**src/rtl/ptd_pkg.sv**
```systemverilog
package ptd_pkg;

    // Interrupt controller phases
    typedef enum logic [1:0] {
        IRQ_IDLE     = 2'd0,  // deasserted, outside a read
        IRQ_FIRED    = 2'd1,  // asserted
        IRQ_RD_QUIET = 2'd2,  // inside a read, no change seen
        IRQ_RD_PEND  = 2'd3   // inside a read, change seen, fire at STOP
    } irq_phase_e;

endpackage

```
**src/rtl/ptd_sync.sv**
```systemverilog
module ptd_sync #(
    parameter int W      = 8,
    parameter int STAGES = 2
) (
    input  logic         clk,
    input  logic         rst_n,
    input  logic [W-1:0] pin_i,
    output logic [W-1:0] sync_o
);

    for (genvar b = 0; b < W; b++) begin : g_bit
        logic [STAGES-1:0] sh_d, sh_q;

        always_comb begin
            sh_d = {sh_q[STAGES-2:0], pin_i[b]};
        end

        always_ff @(posedge clk or negedge rst_n) begin
            if (!rst_n) sh_q <= '0;
            else        sh_q <= sh_d;
        end

        assign sync_o[b] = sh_q[STAGES-1];
    end

endmodule

```
**src/rtl/ptd_track.sv**
```systemverilog
module ptd_track #(
    parameter int W         = 8,
    parameter int BLANK_CYC = 4
) (
    input  logic         clk,
    input  logic         rst_n,
    input  logic [W-1:0] sync_i,
    input  logic         sample_i,
    input  logic         wr_load_i,
    input  logic         sample_raw_i,
    input  logic         io_sel_i,
    output logic [W-1:0] snap_o,
    output logic [W-1:0] prev_o,
    output logic         chg_any_o
);

    localparam int CW = $clog2(BLANK_CYC + 1);

    typedef struct packed {
        logic [W-1:0]  snap;
        logic [W-1:0]  flags;
        logic [W-1:0]  prev;
        logic [CW-1:0] blank;
    } trk_t;

    trk_t         st_d, st_q;
    logic [W-1:0] chg_vec;

    always_comb begin
        chg_vec = (st_q.blank == '0) ? (sync_i ^ st_q.snap) : '0;
        st_d    = st_q;

        if (st_q.blank != '0) begin
            st_d.snap  = sync_i;
            st_d.blank = st_q.blank - 1'b1;
        end

        st_d.flags = st_q.flags | chg_vec;

        if (sample_i) begin
            st_d.prev  = st_q.flags | chg_vec;
            st_d.flags = '0;
            st_d.snap  = sync_i;
        end

        if (wr_load_i) begin
            st_d.blank = CW'(BLANK_CYC);
        end
    end

    always_ff @(posedge clk or negedge rst_n) begin
        if (!rst_n) begin
            st_q.snap  <= '0;
            st_q.flags <= '0;
            st_q.prev  <= '0;
            st_q.blank <= CW'(BLANK_CYC);
        end else begin
            st_q <= st_d;
        end
    end

    assign snap_o    = st_q.snap;
    assign prev_o    = st_q.prev;
    assign chg_any_o = |chg_vec;

    AST_SAMPLE_CLEARS: assert property (@(posedge clk) disable iff (!rst_n)
        sample_i |=> (st_q.flags == '0));

    AST_NO_FLAG_WHILE_BLANK: assert property (@(posedge clk) disable iff (!rst_n)
        (st_q.blank != '0) |=> ((st_q.flags & ~$past(st_q.flags)) == '0));

    AST_FLAGS_STICKY: assert property (@(posedge clk) disable iff (!rst_n)
        !sample_i |=> ((st_q.flags & $past(st_q.flags)) == $past(st_q.flags)));

    AST_OTHER_GROUP_IGNORED: assert property (@(posedge clk) disable iff (!rst_n)
        (sample_raw_i && !io_sel_i && st_q.blank == '0) |=>
            ($stable(st_q.snap) && $stable(st_q.prev)));

endmodule

```
**src/rtl/ptd_irq.sv**
```systemverilog
module ptd_irq
    import ptd_pkg::*;
(
    input  logic clk,
    input  logic rst_n,
    input  logic addr_ack_i,
    input  logic io_sel_i,
    input  logic rd_i,
    input  logic stop_i,
    input  logic chg_any_i,
    output logic irq_n_o
);

    typedef struct packed {
        irq_phase_e ph;
    } irq_t;

    irq_t st_d, st_q;

    always_comb begin
        st_d = st_q;

        unique case (st_q.ph)
            IRQ_IDLE:     if (chg_any_i) st_d.ph = IRQ_FIRED;
            IRQ_FIRED:    st_d.ph = IRQ_FIRED;
            IRQ_RD_QUIET: if (chg_any_i) st_d.ph = IRQ_RD_PEND;
            IRQ_RD_PEND:  st_d.ph = IRQ_RD_PEND;
            default:      st_d.ph = IRQ_IDLE;
        endcase

        if (stop_i) begin
            if (st_q.ph == IRQ_RD_PEND)
                st_d.ph = IRQ_FIRED;
            else if (st_q.ph == IRQ_RD_QUIET)
                st_d.ph = chg_any_i ? IRQ_FIRED : IRQ_IDLE;
        end

        if (addr_ack_i && io_sel_i) begin
            st_d.ph = rd_i ? IRQ_RD_QUIET : IRQ_IDLE;
        end
    end

    always_ff @(posedge clk or negedge rst_n) begin
        if (!rst_n) st_q.ph <= IRQ_IDLE;
        else        st_q    <= st_d;
    end

    assign irq_n_o = (st_q.ph != IRQ_FIRED);

    AST_ACK_RELEASES: assert property (@(posedge clk) disable iff (!rst_n)
        (addr_ack_i && io_sel_i) |=> irq_n_o);

    AST_READ_HOLDS_OFF: assert property (@(posedge clk) disable iff (!rst_n)
        ((st_q.ph == IRQ_RD_QUIET || st_q.ph == IRQ_RD_PEND) && !stop_i)
            |=> irq_n_o);

    AST_FIRE_HAS_CAUSE: assert property (@(posedge clk) disable iff (!rst_n)
        $fell(irq_n_o) |-> ($past(chg_any_i) || $past(stop_i)));

endmodule

```
**src/rtl/ptd_port_watch.sv**
```systemverilog
module ptd_port_watch #(
    parameter int W           = 8,
    parameter int SYNC_STAGES = 2,
    parameter int BLANK_CYC   = 4
) (
    input  logic         clk,
    input  logic         rst_n,
    input  logic [W-1:0] pins_i,
    input  logic         sample_i,
    input  logic         addr_ack_i,
    input  logic         stop_i,
    input  logic         io_sel_i,
    input  logic         rd_i,
    input  logic         wr_load_i,
    output logic [W-1:0] prev_flags_o,
    output logic [W-1:0] snapshot_o,
    output logic         irq_n_o
);

    logic [W-1:0] pins_sync;
    logic         chg_any;
    logic         sample_en;
    logic         wr_load_en;

    assign sample_en  = sample_i  & io_sel_i;
    assign wr_load_en = wr_load_i & io_sel_i;

    ptd_sync #(
        .W      (W),
        .STAGES (SYNC_STAGES)
    ) u_sync (
        .clk    (clk),
        .rst_n  (rst_n),
        .pin_i  (pins_i),
        .sync_o (pins_sync)
    );

    ptd_track #(
        .W         (W),
        .BLANK_CYC (BLANK_CYC)
    ) u_track (
        .clk          (clk),
        .rst_n        (rst_n),
        .sync_i       (pins_sync),
        .sample_i     (sample_en),
        .wr_load_i    (wr_load_en),
        .sample_raw_i (sample_i),
        .io_sel_i     (io_sel_i),
        .snap_o       (snapshot_o),
        .prev_o       (prev_flags_o),
        .chg_any_o    (chg_any)
    );

    ptd_irq u_irq (
        .clk        (clk),
        .rst_n      (rst_n),
        .addr_ack_i (addr_ack_i),
        .io_sel_i   (io_sel_i),
        .rd_i       (rd_i),
        .stop_i     (stop_i),
        .chg_any_i  (chg_any),
        .irq_n_o    (irq_n_o)
    );

    AST_RESET_QUIET: assert property (@(posedge clk)
        !rst_n |=> (irq_n_o && prev_flags_o == '0));

endmodule

```
**config.mk**
```make
export PLATFORM = sky130hd
export DESIGN_NAME = ptd_port_watch
export DESIGN_NICKNAME = d
export VERILOG_FILES = /design/src/rtl/ptd_pkg.sv /design/src/rtl/ptd_sync.sv /design/src/rtl/ptd_track.sv /design/src/rtl/ptd_irq.sv /design/src/rtl/ptd_port_watch.sv
export SDC_FILE = /design/constraint.sdc
export NUM_CORES = 1
export LEC_CHECK = 0
export ABC_AREA = 1
export ABC_CLOCK_PERIOD_IN_PS = 1650
export BUFFER_PORTS_ARGS = -buffer_cell sky130_fd_sc_hd__buf_2
export CAP_MARGIN = 5
export CORE_MARGIN = 4
export CORE_UTILIZATION = 35
export CTS_BUF_LIST = sky130_fd_sc_hd__clkbuf_8
export DETAILED_ROUTE_END_ITERATION = 16
export PLACE_DENSITY_LB_ADDON = 0.1
export SETUP_SLACK_MARGIN = 0.5
export SYNTH_ARGS = -nofsm -noshare
export SYNTH_HDL_FRONTEND = slang
export SYNTH_SLANG_ARGS = --single-unit
export TNS_END_PERCENT = 50
```
**constraint.sdc**
```tcl
create_clock -name clk -period 1.65 [get_ports clk]
set_input_delay 0.0825 -clock clk [delete_from_list [all_inputs] [get_ports clk]]
set_output_delay 0.0825 -clock clk [all_outputs]
set_load 0.005 [all_outputs]
```
==> results of run 1 <==
through the flow:
| stage | utilization [%] | cells |
|---|---|---|
| final | 46.4 | 301 |
| after global routing | 46.4 | 301 |
| after CTS | 44.7 | 295 |
| after detailed placement | 39.1 | 271 |
| after global placement | 39.1 | 271 |
| after floorplan | - | 184 |
logic make-up after synthesis:
logic type      count (synthesis)  share of synthesized area, %
simple gates                   59                          16.5
buf+inv                        49                          14.1
flops                          45                          59.4
compound gates                 27                          7.65
fa+ha+maj                       2                          1.32
xor+xnor                        1                         0.462
mux                             1                         0.594
layout make-up:
class                   instances  area (um^2)  area share (%)
inverters                      29          109            4.54
clock inverters                 1         5.00           0.209
clock buffers                   7         96.3            4.02
repair buffers                 59          397            16.5
well taps                      70         87.6            3.65
multi-input cells              90          577            24.0
flip-flops and latches         45         1130            47.0
layer usage:
metal	track usage, %	share of wire, %	vias up
li1	-	-	648
met4	4.49	1.3	0
met5	0	0	-
met1	14.7	45	588
met2	19.0	49	23
met3	3.40	4.8	4
critical path, delay by kind of cell, from the launching register on:
family                   cells  cell delay (ps)
adder cells (fa/ha/maj)      1              170
XOR/XNOR                     1              160
buffers and inverters        5              550
AO/OA/AOI/OAI                1               90
flip-flops                   1              390
worst paths after layout:
| check | slack, ps | to | cells after the start | from |
|---|---|---|---|---|
| worst max register to register | 230 | u_track.st_q[2] | 8 | u_track.st_q[0] |
| worst min-delay path | 30 | u_irq.st_q[1] | 3 | stop_i |
| max in group asynchronous | 720 | u_irq.st_q[0] | 3 | rst_n |
| worst min register to register | 350 | u_sync.g_bit[7].sh_q[1] | 0 | u_sync.g_bit[7].sh_q[0] |
| worst max-delay path | 230 | u_track.st_q[2] | 8 | u_track.st_q[0] |
| min in group asynchronous | 350 | u_track.prev_o[4] | 2 | rst_n |
layout by cell type, fill, tap and decap left out:
| master | count |
|---|---|
| a21oi_1 | 4 |
| a21oi_2 | 3 |
| a31oi_1 | 7 |
| a31oi_4 | 1 |
| buf_2 | 32 |
| buf_4 | 15 |
| buf_6 | 3 |
| clkbuf_8 | 7 |
| clkinv_2 | 1 |
| dfrtp_1 | 44 |
| dfstp_2 | 1 |
| dlygate4sd3_1 | 9 |
| ha_2 | 1 |
| ha_4 | 1 |
| inv_1 | 24 |
| inv_2 | 5 |
| mux2_2 | 1 |
| nand2_1 | 29 |
| nand2_2 | 3 |
| nand2_4 | 1 |
| nand3_1 | 6 |
| nand3_4 | 6 |
| nand3b_1 | 1 |
| nor2_1 | 9 |
| nor2_2 | 1 |
| nor2_4 | 1 |
| o21ai_0 | 2 |
| o21ai_1 | 10 |
| or2_2 | 2 |
| xnor2_1 | 1 |
repair_timing:
item	4_1_cts	5_1_grt
hold buffers	9	0
gates resized for setup	12	9
endpoints found under the hold margin	34	0
setup buffers	7	6
pin swaps	6	5
setup endpoints to repair	29	29
power groups by stage:
| stage | clock (W) | combinational [W] | sequential, W |
|---|---|---|---|
| 2_1_floorplan | 0 | 0.000931 | 0.00156 |
| 3_3_place_gp | 0 | 0.00102 | 0.00159 |
| 3_5_place_dp | 0 | 0.00105 | 0.00160 |
| 4_1_cts | 0.000757 | 0.00126 | 0.00158 |
| 5_1_grt | 0.000812 | 0.00159 | 0.00161 |
| 6_report | 0.000717 | 0.00140 | 0.00157 |
state kept, by name, indices dropped and copies added (netlist names):
| register | cells |
|---|---|
| u_track.st_q | 11 |
| u_sync.g_bit.sh_q | 16 |
| u_irq.st_q | 2 |
| u_track.prev_o | 8 |
| u_track.snap_o | 8 |
==> out/metrics.cfg, run 1 <==
[detailed_routing]
routed_via_density=4.20
ant_nets=0
dr.pass1.iters=3
drc=0
wl_per_cell_um=11.2
wirelength_um=3370
vias=1263
drtIter0Drc=30

[power]
power_w=0.00369
netSwitchingPower_w=0.00121
pwr-share-comb_pct=37.9
p_int_w=0.00247
total_leakage_power_nw=1.19
cellPowerDensity_nw_per_um2=1540
pwr-share-clk_pct=19.4
ir_drop_mv=0.454
switching_share_pct=32.9
seq_power_share_pct=42.7

[flow_run]
cap_violations=0

[clocking]
cts-root-buf=clkbuf_8
clock_sinks=45
cts_buffer_depth=2
path_clk_slew_ps=80
cts_max_level=2
numCtsBuffers=5
clock_latency_ps=290
cts_tree=built

[floorplan]
die_area_um2=6660
die-width_um=81.6
io_pins=33
die_h_um=81.6
fp-row-count=26
initial_core_util_pct=36.7
design.core.area_um2=5170

[place]
placed_cell_area_um2=2020
post-place-ws_ps=160
port_buffers=32
dpl.hpwl_um=2360
gp_congestion=0.725

[sta]
whs_ps=25.9
fin_skew_ps=6.06
slew_headroom_pct=57.5
slew_violations=0
tns_ps=0
fmaxAchievable_mhz=702
period_share_pct=86.3
finalWorstSetupSlack_ps=226
setup_viol=0
fin_crit_ps=1420
rsz0062_at_grt=true
hold_viol=0
worstMarginPinSlew_ps=637

[yosys]
synth_fp_nets=202
synth_area_leaders=dfrtp_1, buf_4, nand2_1
yosysMostFrequentCell=dfrtp_1
synth_common_cells=dfrtp_1, nand2_1, inv_1
async_flop_share_pct=100
ys.flop_type=dfrtp_1
synth_top_area_share_pct=58.0
ys_seq_elements=45
yosysWarnings=0
yosysSeqAreaShare_pct=59.4
synth_edf_count=0
yosys.area.top_type=dfrtp_1
avgSynthCellArea_um2=10.3
synth_area_um2=1900
ys_types=23
syn_inst=184

[grt]
grt_max_degree=30
first_global_vias=1279
antenna_found_initial=0
grt.total_usage_pct=11.7
overflow=0
grt_pass1_wl_um=5880

[setup_path]
crit_chain=inv_2 -> buf_4 -> buf_4 -> buf_4 -> buf_4 -> ha_2 -> xnor2_1 -> o21ai_1
critical_path.max_stage_delay_ps=390
cp_slowest_cell=dfrtp_1
path_max_fanout=3
crit_required_ps=1860
crit_arrival_ps=1640
crit_path_start_kind=flop
worstSetupEndpointType=flop
path_class=reg -> reg
cp_common_cell=buf_4

[final_layout]
area_growth_pct=26.5
drive_above_1_share_pct=36.8
diodes=0
design_area_um2=2400
fin_nets=248
n_fill_cell=501

[status]
status=complete, no violations

[worst_hold_path]
hold_class=in -> reg

Power figures use the tool's default switching activity.
==> run 2: changes to the inputs <==
--- a/config.mk
+++ b/config.mk
@@ -14,7 +14,7 @@
 export CTS_BUF_LIST = sky130_fd_sc_hd__clkbuf_8
 export DETAILED_ROUTE_END_ITERATION = 16
 export PLACE_DENSITY_LB_ADDON = 0.1
-export SETUP_SLACK_MARGIN = 0.5
+export SETUP_SLACK_MARGIN = 0.02
 export SYNTH_ARGS = -nofsm -noshare
 export SYNTH_HDL_FRONTEND = slang
 export SYNTH_SLANG_ARGS = --single-unit
==> out/metrics.cfg, run 2 (same netlist as run 1, synthesis figures left out) <==
[detailed_routing]
wl_per_cell_um=11.3
ant_nets=0
routed_via_density=4.24
drc=0
drtIter0Drc=50
wirelength_um=3270
vias=1229
dr.pass1.iters=4

[grt]
overflow=0
first_global_vias=1261
antenna_found_initial=0
grt_max_degree=26
grt.total_usage_pct=11.2
grt_pass1_wl_um=5650

[setup_path]
rrSetupSlack_ps=150
path_class=reg -> reg
crit_path_start_kind=flop
startpoint=u_track.st_q[0]
worstSetupEndpointType=flop
worstReg2RegStart=u_track.st_q[0]
crit_required_ps=1830
path_max_fanout=14
crit_arrival_ps=1680

[floorplan]
io_pins=33
initial_core_util_pct=36.7
fp-row-count=26
die-width_um=81.6
design.core.area_um2=5170
die_h_um=81.6
die_area_um2=6660

[clocking]
path_clk_slew_ps=80
cts-root-buf=clkbuf_8
cts_max_level=2
cts_tree=built
cts_buffer_depth=2
numCtsBuffers=5
clock_sinks=45
clock_latency_ps=290

[status]
status=complete, no violations

[sta]
fin_skew_ps=7.28
fmaxAchievable_mhz=669
worstMarginPinSlew_ps=513
slew_violations=0
fin_crit_ps=1500
rsz0062_at_grt=false
setup_viol=0
hold_viol=0
tns_ps=0
finalWorstSetupSlack_ps=154
period_share_pct=90.7
slew_headroom_pct=65.8

[final_layout]
regArea_um2=1130
area_growth_pct=18.2
top_regs=u_sync.g_bit.sh_q (16), u_track.st_q (11)
fin_nets=237
diodes=0
layout_common_cells=dfrtp_1, buf_2, nand2_1
n_fill_cell=505
drive_above_1_share_pct=28.2
final_common_cell=dfrtp_1
largest_register_ffs=16
multi_input_area_um2=509
top_register=u_sync.g_bit.sh_q

[place]
port_buffers=32
dpl.hpwl_um=2450
post-place-ws_ps=75.8
gp_congestion=0.720

[power]
total_leakage_power_nw=1.13
cellPowerDensity_nw_per_um2=1520
ir_drop_mv=0.717

[worst_hold_path]
min-delay-start=rd_i
hold_class=in -> reg

[flow_run]
cap_violations=0

## run 2: cell types whose count changed in the layout (fill, tap and decap cells not counted), moves of 2 or more
cell     delta
buf_6       -3
o21ai_0     +3
nand3_4     -2
nand2_1     +2
a21oi_2     -3
o21ai_1     -3
inv_2       -2
buf_4      -10
ha_1        +2
a21oi_1     +3
inv_1       +2
## run 2: what timing repair did
item,CTS,global route
hold buffers,9,0
setup endpoints to repair,0,2
resized for setup,0,1
buffers inserted,0,2
endpoints found under the hold margin,27,0
## run 2: report_power, final
part / total, W / switching, W / internal [W]
clock network: 0.000736 / 0.000358 / 0.000379
registers: 0.00158 / 0.000164 / 0.00142
logic: 0.00109 / 0.000606 / 0.000482
total: 0.00341 / 0.00113 / 0.00228
## run 2: path summary, 6_finish.rpt
path                       cells past startpoint                 endpoint
setup / recovery                               9        u_track.snap_o[6]
hold / removal                                 3            u_irq.st_q[1]
setup reg to reg                               9        u_track.snap_o[6]
hold reg to reg                                0  u_sync.g_bit[6].sh_q[1]
max in group asynchronous                      3  u_sync.g_bit[0].sh_q[1]
min in group asynchronous                      2        u_track.prev_o[0]
## run 2: final cells by class
cell class / count / area share [%]
clock buffers: 7 / 4.30
clock inverters: 1 / 0.223
inverters: 29 / 4.85
multi-input cells: 91 / 22.7
flip-flops and latches: 45 / 50.3
well taps: 70 / 3.91
repair buffers: 47 / 13.7
## run 2: critical path: stages (launching register included)
cell and delay, ps:
dfrtp_1 400, inv_1 90, ha_1 170, inv_2 60, nor2_4 160, buf_4 150
nand2_2 60, buf_4 180, nand2_1 60, o21ai_1 50
## run 2: through the flow
stage | utilization, % | hold slack (ps) | cells | power, W | instance area (um^2)
after CTS | 42.9 | 19.1 | 287 | 0.00341 | 2220
after global placement | 39.2 | 78.9 | 270 | 0.00260 | 2030
after global routing | 43.3 | 49.8 | 290 | 0.00369 | 2240
final | 43.3 | 25.5 | 290 | 0.00341 | 2240
after detailed placement | 39.2 | 84.9 | 270 | 0.00265 | 2030
after floorplan | - | -213 | 184 | 0.00247 | 1900
## run 2: metal layers
metal  track usage [%]  vias to the layer above  part of all wire (%)
met3              3.18                        6                   4.2
li1                  -                      630                     -
met4              4.49                        0                   1.4
met5                 0                        -                     0
met1              14.4                      572                    46
met2              17.8                       21                    49
